File: src/rtl/pfd_pkg.sv
`timescale 1ns/1ps
package pfd_pkg;

    // Depth of the input synchroniser chain.
    localparam int unsigned PFD_SYNC_STAGES = 2;

    // Bit positions of the sync strobes inside the synchroniser bus.
    localparam int unsigned STB_H     = 0;
    localparam int unsigned STB_V     = 1;
    localparam int unsigned STB_COUNT = 2;

    // Divider and line-parity state.
    typedef struct packed {
        logic div;      // half-rate clock level
        logic en;       // rising-step strobe of div
        logic parity;   // line-parity toggle
        logic edge_seen;// horizontal edge seen last cycle
    } phase_state_t;

    // Field start state.
    typedef struct packed {
        logic armed;    // vertical edge seen, waiting for a line
        logic start;    // start pulse output
    } field_state_t;

endpackage

File: src/rtl/pfd_sync_edge.sv
`timescale 1ns/1ps
module pfd_sync_edge #(
    parameter int unsigned STAGES = 2,
    parameter int unsigned WIDTH  = 2
) (
    input  logic             clk,
    input  logic             rst_n,
    input  logic [WIDTH-1:0] async_in,
    output logic [WIDTH-1:0] rise
);
    localparam int unsigned LAST = STAGES - 1;

    logic [WIDTH-1:0] chain_d [STAGES];
    logic [WIDTH-1:0] chain_q [STAGES];
    logic [WIDTH-1:0] last_d;
    logic [WIDTH-1:0] last_q;

    always_comb begin
        chain_d[0] = async_in;
        for (int i = 1; i < STAGES; i++) begin
            chain_d[i] = chain_q[i-1];
        end
        last_d = chain_q[LAST];
        rise   = chain_q[LAST] & ~last_q;
    end

    always_ff @(posedge clk) begin
        if (!rst_n) begin
            for (int i = 0; i < STAGES; i++) begin
                chain_q[i] <= '0;
            end
            last_q <= '0;
        end else begin
            for (int i = 0; i < STAGES; i++) begin
                chain_q[i] <= chain_d[i];
            end
            last_q <= last_d;
        end
    end
endmodule

File: src/rtl/pfd_line_phase.sv
`timescale 1ns/1ps
module pfd_line_phase
    import pfd_pkg::*;
(
    input  logic clk,
    input  logic rst_n,
    input  logic run,
    input  logic h_rise,
    output logic sys_clk,
    output logic sys_clk_en,
    output logic stall
);
    phase_state_t st_d;
    phase_state_t st_q;

    always_comb begin
        st_d  = st_q;
        // Freeze on the cycle after an edge that left the parity set.
        stall = st_q.edge_seen & st_q.parity;
        if (!run) begin
            st_d = '0;
        end else begin
            st_d.edge_seen = h_rise;
            if (h_rise) begin
                st_d.parity = ~st_q.parity;
            end
            if (!stall) begin
                st_d.div = ~st_q.div;
            end
            st_d.en = ~stall & ~st_q.div;
        end
    end

    always_ff @(posedge clk) begin
        if (!rst_n) begin
            st_q <= '0;
        end else begin
            st_q <= st_d;
        end
    end

    assign sys_clk    = st_q.div;
    assign sys_clk_en = st_q.en;
endmodule

File: src/rtl/pfd_field_start.sv
`timescale 1ns/1ps
module pfd_field_start
    import pfd_pkg::*;
(
    input  logic clk,
    input  logic rst_n,
    input  logic run,
    input  logic h_rise,
    input  logic v_rise,
    output logic line_start
);
    field_state_t fs_d;
    field_state_t fs_q;

    always_comb begin
        fs_d       = fs_q;
        fs_d.start = run & h_rise & fs_q.armed;
        if (!run) begin
            fs_d.armed = 1'b0;
        end else if (v_rise) begin
            fs_d.armed = 1'b1;
        end else if (h_rise) begin
            fs_d.armed = 1'b0;
        end
    end

    always_ff @(posedge clk) begin
        if (!rst_n) begin
            fs_q <= '0;
        end else begin
            fs_q <= fs_d;
        end
    end

    assign line_start = fs_q.start;
endmodule

File: src/rtl/phase_flip_clkdiv.sv
`timescale 1ns/1ps
module phase_flip_clkdiv
    import pfd_pkg::*;
#(
    parameter int unsigned SYNC_STAGES = PFD_SYNC_STAGES
) (
    input  logic clk_mck,
    input  logic rst_n,
    input  logic comb_sel,
    input  logic hsync_det,
    input  logic vsync_det,
    output logic sys_clk,
    output logic sys_clk_en,
    output logic line_start,
    output logic comb_active
);
    logic [STB_COUNT-1:0] strobe_raw;
    logic [STB_COUNT-1:0] strobe_rise;
    logic                 h_rise_w;
    logic                 v_rise_w;
    logic                 stall_w;
    logic                 mode_d;
    logic                 mode_q;

    always_comb begin
        strobe_raw        = '0;
        strobe_raw[STB_H] = hsync_det;
        strobe_raw[STB_V] = vsync_det;
        h_rise_w          = strobe_rise[STB_H];
        v_rise_w          = strobe_rise[STB_V];
        mode_d            = comb_sel;
    end

    always_ff @(posedge clk_mck) begin
        if (!rst_n) begin
            mode_q <= 1'b0;
        end else begin
            mode_q <= mode_d;
        end
    end

    pfd_sync_edge #(
        .STAGES (SYNC_STAGES),
        .WIDTH  (STB_COUNT)
    ) u_sync (
        .clk      (clk_mck),
        .rst_n    (rst_n),
        .async_in (strobe_raw),
        .rise     (strobe_rise)
    );

    pfd_line_phase u_phase (
        .clk        (clk_mck),
        .rst_n      (rst_n),
        .run        (mode_q),
        .h_rise     (h_rise_w),
        .sys_clk    (sys_clk),
        .sys_clk_en (sys_clk_en),
        .stall      (stall_w)
    );

    pfd_field_start u_field (
        .clk        (clk_mck),
        .rst_n      (rst_n),
        .run        (mode_q),
        .h_rise     (h_rise_w),
        .v_rise     (v_rise_w),
        .line_start (line_start)
    );

    assign comb_active = mode_q;
endmodule

File: config.mk
export PLATFORM = sky130hd
export DESIGN_NAME = phase_flip_clkdiv
export DESIGN_NICKNAME = d
export VERILOG_FILES = /design/src/rtl/pfd_pkg.sv /design/src/rtl/pfd_sync_edge.sv /design/src/rtl/pfd_line_phase.sv /design/src/rtl/pfd_field_start.sv /design/src/rtl/phase_flip_clkdiv.sv
export SDC_FILE = /design/constraint.sdc
export NUM_CORES = 1
export LEC_CHECK = 0
export ABC_AREA = 1
export BUFFER_PORTS_ARGS = -buffer_cell sky130_fd_sc_hd__buf_2
export CAP_MARGIN = 20
export CORE_AREA = 2 2 39 41
export CTS_CLUSTER_DIAMETER = 200
export CTS_CLUSTER_SIZE = 40
export DETAILED_ROUTE_END_ITERATION = 12
export DIE_AREA = 0 0 41 43
export PLACE_DENSITY = 0.49
export SKIP_CTS_REPAIR_TIMING = 1
export SLEW_MARGIN = 25
export SYNTH_ARGS = -nofsm -noshare
export SYNTH_HDL_FRONTEND = slang
export SYNTH_SLANG_ARGS = --single-unit
File: constraint.sdc
create_clock -name clk_mck -period 1.7 [get_ports clk_mck]
set_input_delay 0.17 -clock clk_mck [delete_from_list [all_inputs] [get_ports clk_mck]]
set_output_delay 0.17 -clock clk_mck [all_outputs]
set_load 0.01 [all_outputs]
==> results of run 1 <==
-- cells in the final DEF (no fill, tap or decap) --
cell type,count
a21oi_1,2
buf_2,8
clkbuf_1,1
clkbuf_4,3
dfxtp_1,13
inv_1,10
inv_2,1
nand2_1,14
nand2_4,1
nand3_1,1
nand3b_1,1
nor2_1,2
nor2_2,1
nor3b_2,1
-- sequential cells by signal, indices dropped and copies added, names as in the netlist --
signal              cells
u_phase.sys_clk         1
comb_active             1
u_phase.st_q            2
u_field.fs_q            1
u_sync.last_q           2
u_sync.chain_q          4
u_field.line_start      1
u_phase.sys_clk_en      1
-- metal layers --
layer / global-route usage / vias up
met5: 0 / -
met4: 0.100 / 0
met3: 0.0314 / 0
met2: 0.0938 / 9
met1: 0.0948 / 128
li1: - / 160
-- worst register-to-register path: cells and delay by family, from the launching register on --
family / cells / cell delay (ns)
simple gates: 2 / 0.18
compound gates: 1 / 0.05
flops: 1 / 0.38
-- power by group through the flow --
| stage | Clock [W] | Combinational (W) | Sequential, W |
|---|---|---|---|
| after floorplan | 0 | 0.0000169 | 0.000327 |
| after CTS | 0.000197 | 0.0000258 | 0.000319 |
| after global routing | 0.000209 | 0.0000294 | 0.000320 |
| final | 0.000186 | 0.0000251 | 0.000319 |
| after detailed placement | 0 | 0.0000258 | 0.000326 |
| after global placement | 0 | 0.0000257 | 0.000326 |
-- worst min path at each step --
stage	cells after the start	slack [ns]	startpoint	to
final	3	0.07	hsync_det	u_sync.chain_q[0][0]
after global routing	3	0.08	vsync_det	u_sync.chain_q[0][1]
after global placement	3	0.35	hsync_det	u_sync.chain_q[0][0]
after detailed placement	3	0.35	hsync_det	u_sync.chain_q[0][0]
after floorplan	2	0.26	hsync_det	u_sync.chain_q[0][0]
after CTS	3	0.06	hsync_det	u_sync.chain_q[0][0]
-- area by class of cell --
| class | instances | share of cell area |
|---|---|---|
| Multi-Input combinational cell | 23 | 0.225 |
| Timing Repair Buffer | 8 | 0.0800 |
| Inverter | 11 | 0.0825 |
| Tap cell | 16 | 0.0400 |
| Sequential cell | 13 | 0.520 |
| Clock buffer | 4 | 0.0525 |
-- metrics by stage --
step | std cells | hold WS [ns] | instance area, um2
after floorplan | 48 | 0.263 | 425
after detailed placement | 71 | 0.351 | 474
after CTS | 75 | 0.0609 | 500
after global routing | 75 | 0.0803 | 500
final | 75 | 0.0702 | 500
after global placement | 71 | 0.346 | 474
-- cells by family (layout without fill, tap and decap cells) --
group           count (synthesis)  in the layout  share of synthesized area
compound gates                  2              2                     0.0235
buf+inv                        12             23                      0.124
simple gates                   21             21                      0.241
flops                          13             13                      0.612
==> results_dict.tcl, run 1 <==
set metrics [dict create \
    leakagePower_nw 0.276 \
    crit_path_start_kind "register" \
    swShare 0.216 \
    die_w_um 41 \
    critPathMaxFanout 2 \
    drt_wl_total_um 540 \
    post-route-util 0.362 \
    yosysMostFrequentCell "nand2_1" \
    antenna_found_initial 0 \
    max_slew.worst_pin.slew_ns 0.165 \
    period_share 0.569 \
    wl_met1_um 280 \
    place.port_buffers 8 \
    max_freq_mhz 1030 \
    fill_cells 152 \
    period_needed_ns 0.967 \
    fin_skew_ns 0.00293 \
    diodes 0 \
    r2r_end "u_field.fs_q[1]" \
    syn_nets 53 \
    ys_seq_area_frac 0.612 \
    cts-root-buf "clkbuf_4" \
    met3_length_um 43 \
    cp.arrival_ns 0.80 \
    met2_length_um 216 \
    die_h_um 43 \
    synth_commonest_cells "nand2_1 (14), dfxtp_1 (13), inv_1 (10)" \
    htreeDepth 1 \
    synth_ff_type "dfxtp_1" \
    power.share.clock 0.351 \
    synth.distinct_cells 12 \
    yosys.area.top_type_share 0.612 \
    status "finished clean" \
    critPathTopFamily "flip-flops" \
    required_ns 1.53 \
    first_pass_iters 2 \
    synth_enable_flop_cells 0 \
    hold_class "input port to register" \
    cts_tree "built" \
    ys_seq_elements 13 \
    crit_buf_inv 1 \
    p_switching_w 0.000114 \
    grt_max_degree 9 \
    multiInputGateArea_um2 113 \
    endpoint "comb_active" \
    crit_path_end_kind "primary output" \
    p_int_w 0.000415 \
    area_growth_pct 17.6 \
    numCtsBuffers 3 \
    drtAntennaViolNets 0 \
    coreArea_mm2 0.00138 \
    p_per_area_mw_per_mm2 1060 \
    crit_path_start "comb_active" \
    rows 14 \
    place_ws_ns 0.973 \
    async_flop_share 0 \
    critPathKind "register to primary output" \
    hpwl_um 389 \
    start_util 0.307 \
    max_cap_viol_count 0 \
    clock_latency_ns 0.27 \
    wl_per_cell_um 7.20 \
    relSlewSlack 0.890 \
    worst-r2r-setup-slack_ns 0.98 \
    cts_buffer_depth 2 \
    finalHoldViolations 0 \
    synth.area.top_cells "dfxtp_1 (61%), nand2_1 (12%), inv_1 (8.8%)" \
    p_seq_frac 0.601 \
    vias_per_cell 3.96 \
    yosys_warnings 0 \
    path_cells "buf_2" \
    synth_area_per_cell_um2 8.86 \
    syn-instance-count 48 \
    cp.depth 1 \
    nNetsFinal 65 \
    timing.final.ws_setup_ns 0.733 \
    peakVddDrop_mv 0.463 \
    crit_slowest_cell "dfxtp_1" \
    gp_congestion 0.590 \
    final.setup.tns_ns 0 \
    path_clk_slew_ns 0.08 \
    drive_gt1_frac 0.254 \
    drt_iter0_markers 7 \
    drc 0 \
    power.total_w 0.000530 \
    ioPinCount 9 \
    cp_slowest_stage_delay_ns 0.38 \
    p_comb_frac 0.047 \
    grt_pass1_vias 236 \
    dieArea_mm2 0.00176 \
    vias 297 \
    synth_area_um2 425 \
    regArea_um2 260 \
    top_layer "met3" \
    regToRegStartpoint "u_sync.chain_q[0][2]" \
    maxSlewViolCount 0 \
    overflow 0 \
    yosys.area.top_type "dfxtp_1" \
    grt_pass1_wl_um 876 \
    setup_viol 0 \
    reg2regPathDepth 3 \
    grt_usage 0.0807 \
    rsz0062_at_grt "no" \
    cts.sinks 13 \
]
No activity file was read; power rests on OpenSTA's default activity.
==> inputs of run 2 (changes only) <==
==> constraint.sdc (replaced) <==
create_clock -name clk_mck -period 0.93 [get_ports clk_mck]
set_input_delay 0.093 -clock clk_mck [delete_from_list [all_inputs] [get_ports clk_mck]]
set_output_delay 0.093 -clock clk_mck [all_outputs]
set_load 0.01 [all_outputs]
==> run 2 against run 1 <==
The flow now finishes with violations (negative hold slack). Sequential power is 83% higher. Worst setup slack worse by 0.68 ns. Count of clock-buffer cells in the layout is the same. First-iteration DRC count is 86% lower. Cell count unchanged. Global-route usage is 0.71 points higher. Via count fell by 2.0%. Die area did not move. Worst hold slack got worse by 0.073 ns. Combinational power grew 84%. Wire length is 3.1% higher. Largest cell class unchanged.
==> results_dict.tcl, run 2 (synthesized netlist as in run 1, its figures left out) <==
set metrics [dict create \
    busiest_layer "met1" \
    area_growth_pct 17.9 \
    ioPinCount 9 \
    vias 291 \
    met1_usage 0.111 \
    path_clk_slew_ns 0.07 \
    drive_gt1_frac 0.271 \
    place_ws_ns 0.232 \
    crit_buf_inv 1 \
    critPathKind "register to primary output" \
    hold_depth 3 \
    maxSlewViolCount 0 \
    worst-r2r-setup-slack_ns 0.23 \
    drc 0 \
    hold_slack_ns -0.00290 \
    crit_path_start_kind "register" \
    first_pass_iters 2 \
    hold_class "input port to register" \
    place.port_buffers 8 \
    path_cells "buf_2" \
    numCtsBuffers 3 \
    cp.depth 1 \
    final_cell_mix "nand2_1 (14), dfxtp_1 (12), inv_1 (10), buf_2 (8), clkbuf_4 (3)" \
    gp_congestion 0.613 \
    antenna_found_initial 0 \
    finalHoldViolations 2 \
    crit_slowest_cell "dfxtp_1" \
    drt_wl_total_um 557 \
    reg2regPathDepth 3 \
    cts-root-buf "clkbuf_4" \
    cp_slowest_stage_delay_ns 0.37 \
    peakVddDrop_mv 0.649 \
    grt_usage 0.0878 \
    leakagePower_nw 0.276 \
    clock_latency_ns 0.27 \
    max_slew.worst_pin.slew_ns 0.165 \
    grt_max_degree 9 \
    die_w_um 41 \
    hpwl_um 397 \
    cts_tree "built" \
    rsz0062_at_grt "no" \
    setup_viol 0 \
    cts_buffer_depth 2 \
    timing.final.ws_setup_ns 0.0576 \
    critPathMaxFanout 3 \
    htreeDepth 1 \
    required_ns 0.84 \
    power.total_w 0.000962 \
    grt_pass1_wl_um 966 \
    top_regs "u_sync.chain_q: 4 flops, u_phase.st_q: 2 flops, u_sync.last_q: 2 flops" \
    largest_reg_flops 4 \
    coreArea_mm2 0.00138 \
    drt_iter0_markers 1 \
    dieArea_mm2 0.00176 \
    grt_pass1_vias 263 \
    crit_path_end_kind "primary output" \
    wl_per_cell_um 7.43 \
    max_freq_mhz 1150 \
    die_h_um 43 \
    vias_per_cell 3.88 \
    status "complete, but fails checks" \
    critPathTopFamily "flip-flops" \
    max_cap_viol_count 0 \
    rows 14 \
    cp.arrival_ns 0.78 \
    period_share 0.938 \
    final.setup.tns_ns 0 \
    p_per_area_mw_per_mm2 1920 \
    nNetsFinal 65 \
    violations "negative hold slack" \
    use_met3 0.0314 \
    fill_cells 153 \
    largest_register "u_sync.chain_q" \
    period_needed_ns 0.872 \
    fin_skew_ns 0.00232 \
    cts.sinks 13 \
    grtUsageMet2 0.100 \
    start_util 0.307 \
    relSlewSlack 0.890 \
    diodes 0 \
    overflow 0 \
    drtAntennaViolNets 0 \
    final_common_cell "nand2_1" \
]
-- run 2: cell counts in the layout (fill, tap and decap cells not counted) --
Identical to the previous run, type by type.
-- run 2: report_power, final --
part           switching (W)  internal (W)  leakage [nW]
Combinational      0.0000266     0.0000197         0.155
Clock               0.000167      0.000166        0.0150
Sequential        0.00000861      0.000574         0.107
-- run 2: cell type report --
cell class / count / area (um2) / share of cell area
inverters: 11 / 41.3 / 0.0823
repair buffers: 8 / 40.0 / 0.0798
multi-input cells: 23 / 113 / 0.224
flip-flops and latches: 13 / 262 / 0.521
well taps: 16 / 20.0 / 0.0399
clock buffers: 4 / 26.3 / 0.0524
-- run 2: final timing paths --
check	startpoint	end
min reg2reg	u_sync.chain_q[0][1]	u_sync.chain_q[0][3]
max reg2reg	u_sync.chain_q[0][2]	u_field.fs_q[1]
min	hsync_det	u_sync.chain_q[0][0]
max	u_phase.sys_clk	sys_clk
-- run 2: metal layers --
metal / up-vias / share of wire / wire length [um]
li1: 158 / - / -
met1: 124 / 0.48 / 267
met2: 9 / 0.45 / 248
met3: 0 / 0.074 / 41
met4: 0 / 0 / 0
met5: - / 0 / 0
-- run 2: through the flow --
step                utilization  area (um2)  hold WS [ns]  cells
floorplan                     -         425         0.186     48
global placement          0.343         474         0.268     71
detailed placement        0.343         474         0.272     71
CTS                       0.362         500       -0.0144     75
global route              0.363         502       0.00608     75
finish                    0.363         502      -0.00290     75
-- run 2: worst min-delay path: stages --
cell and delay (ns):
buf_2 0.07, nand2_1 0.04, inv_1 0.04
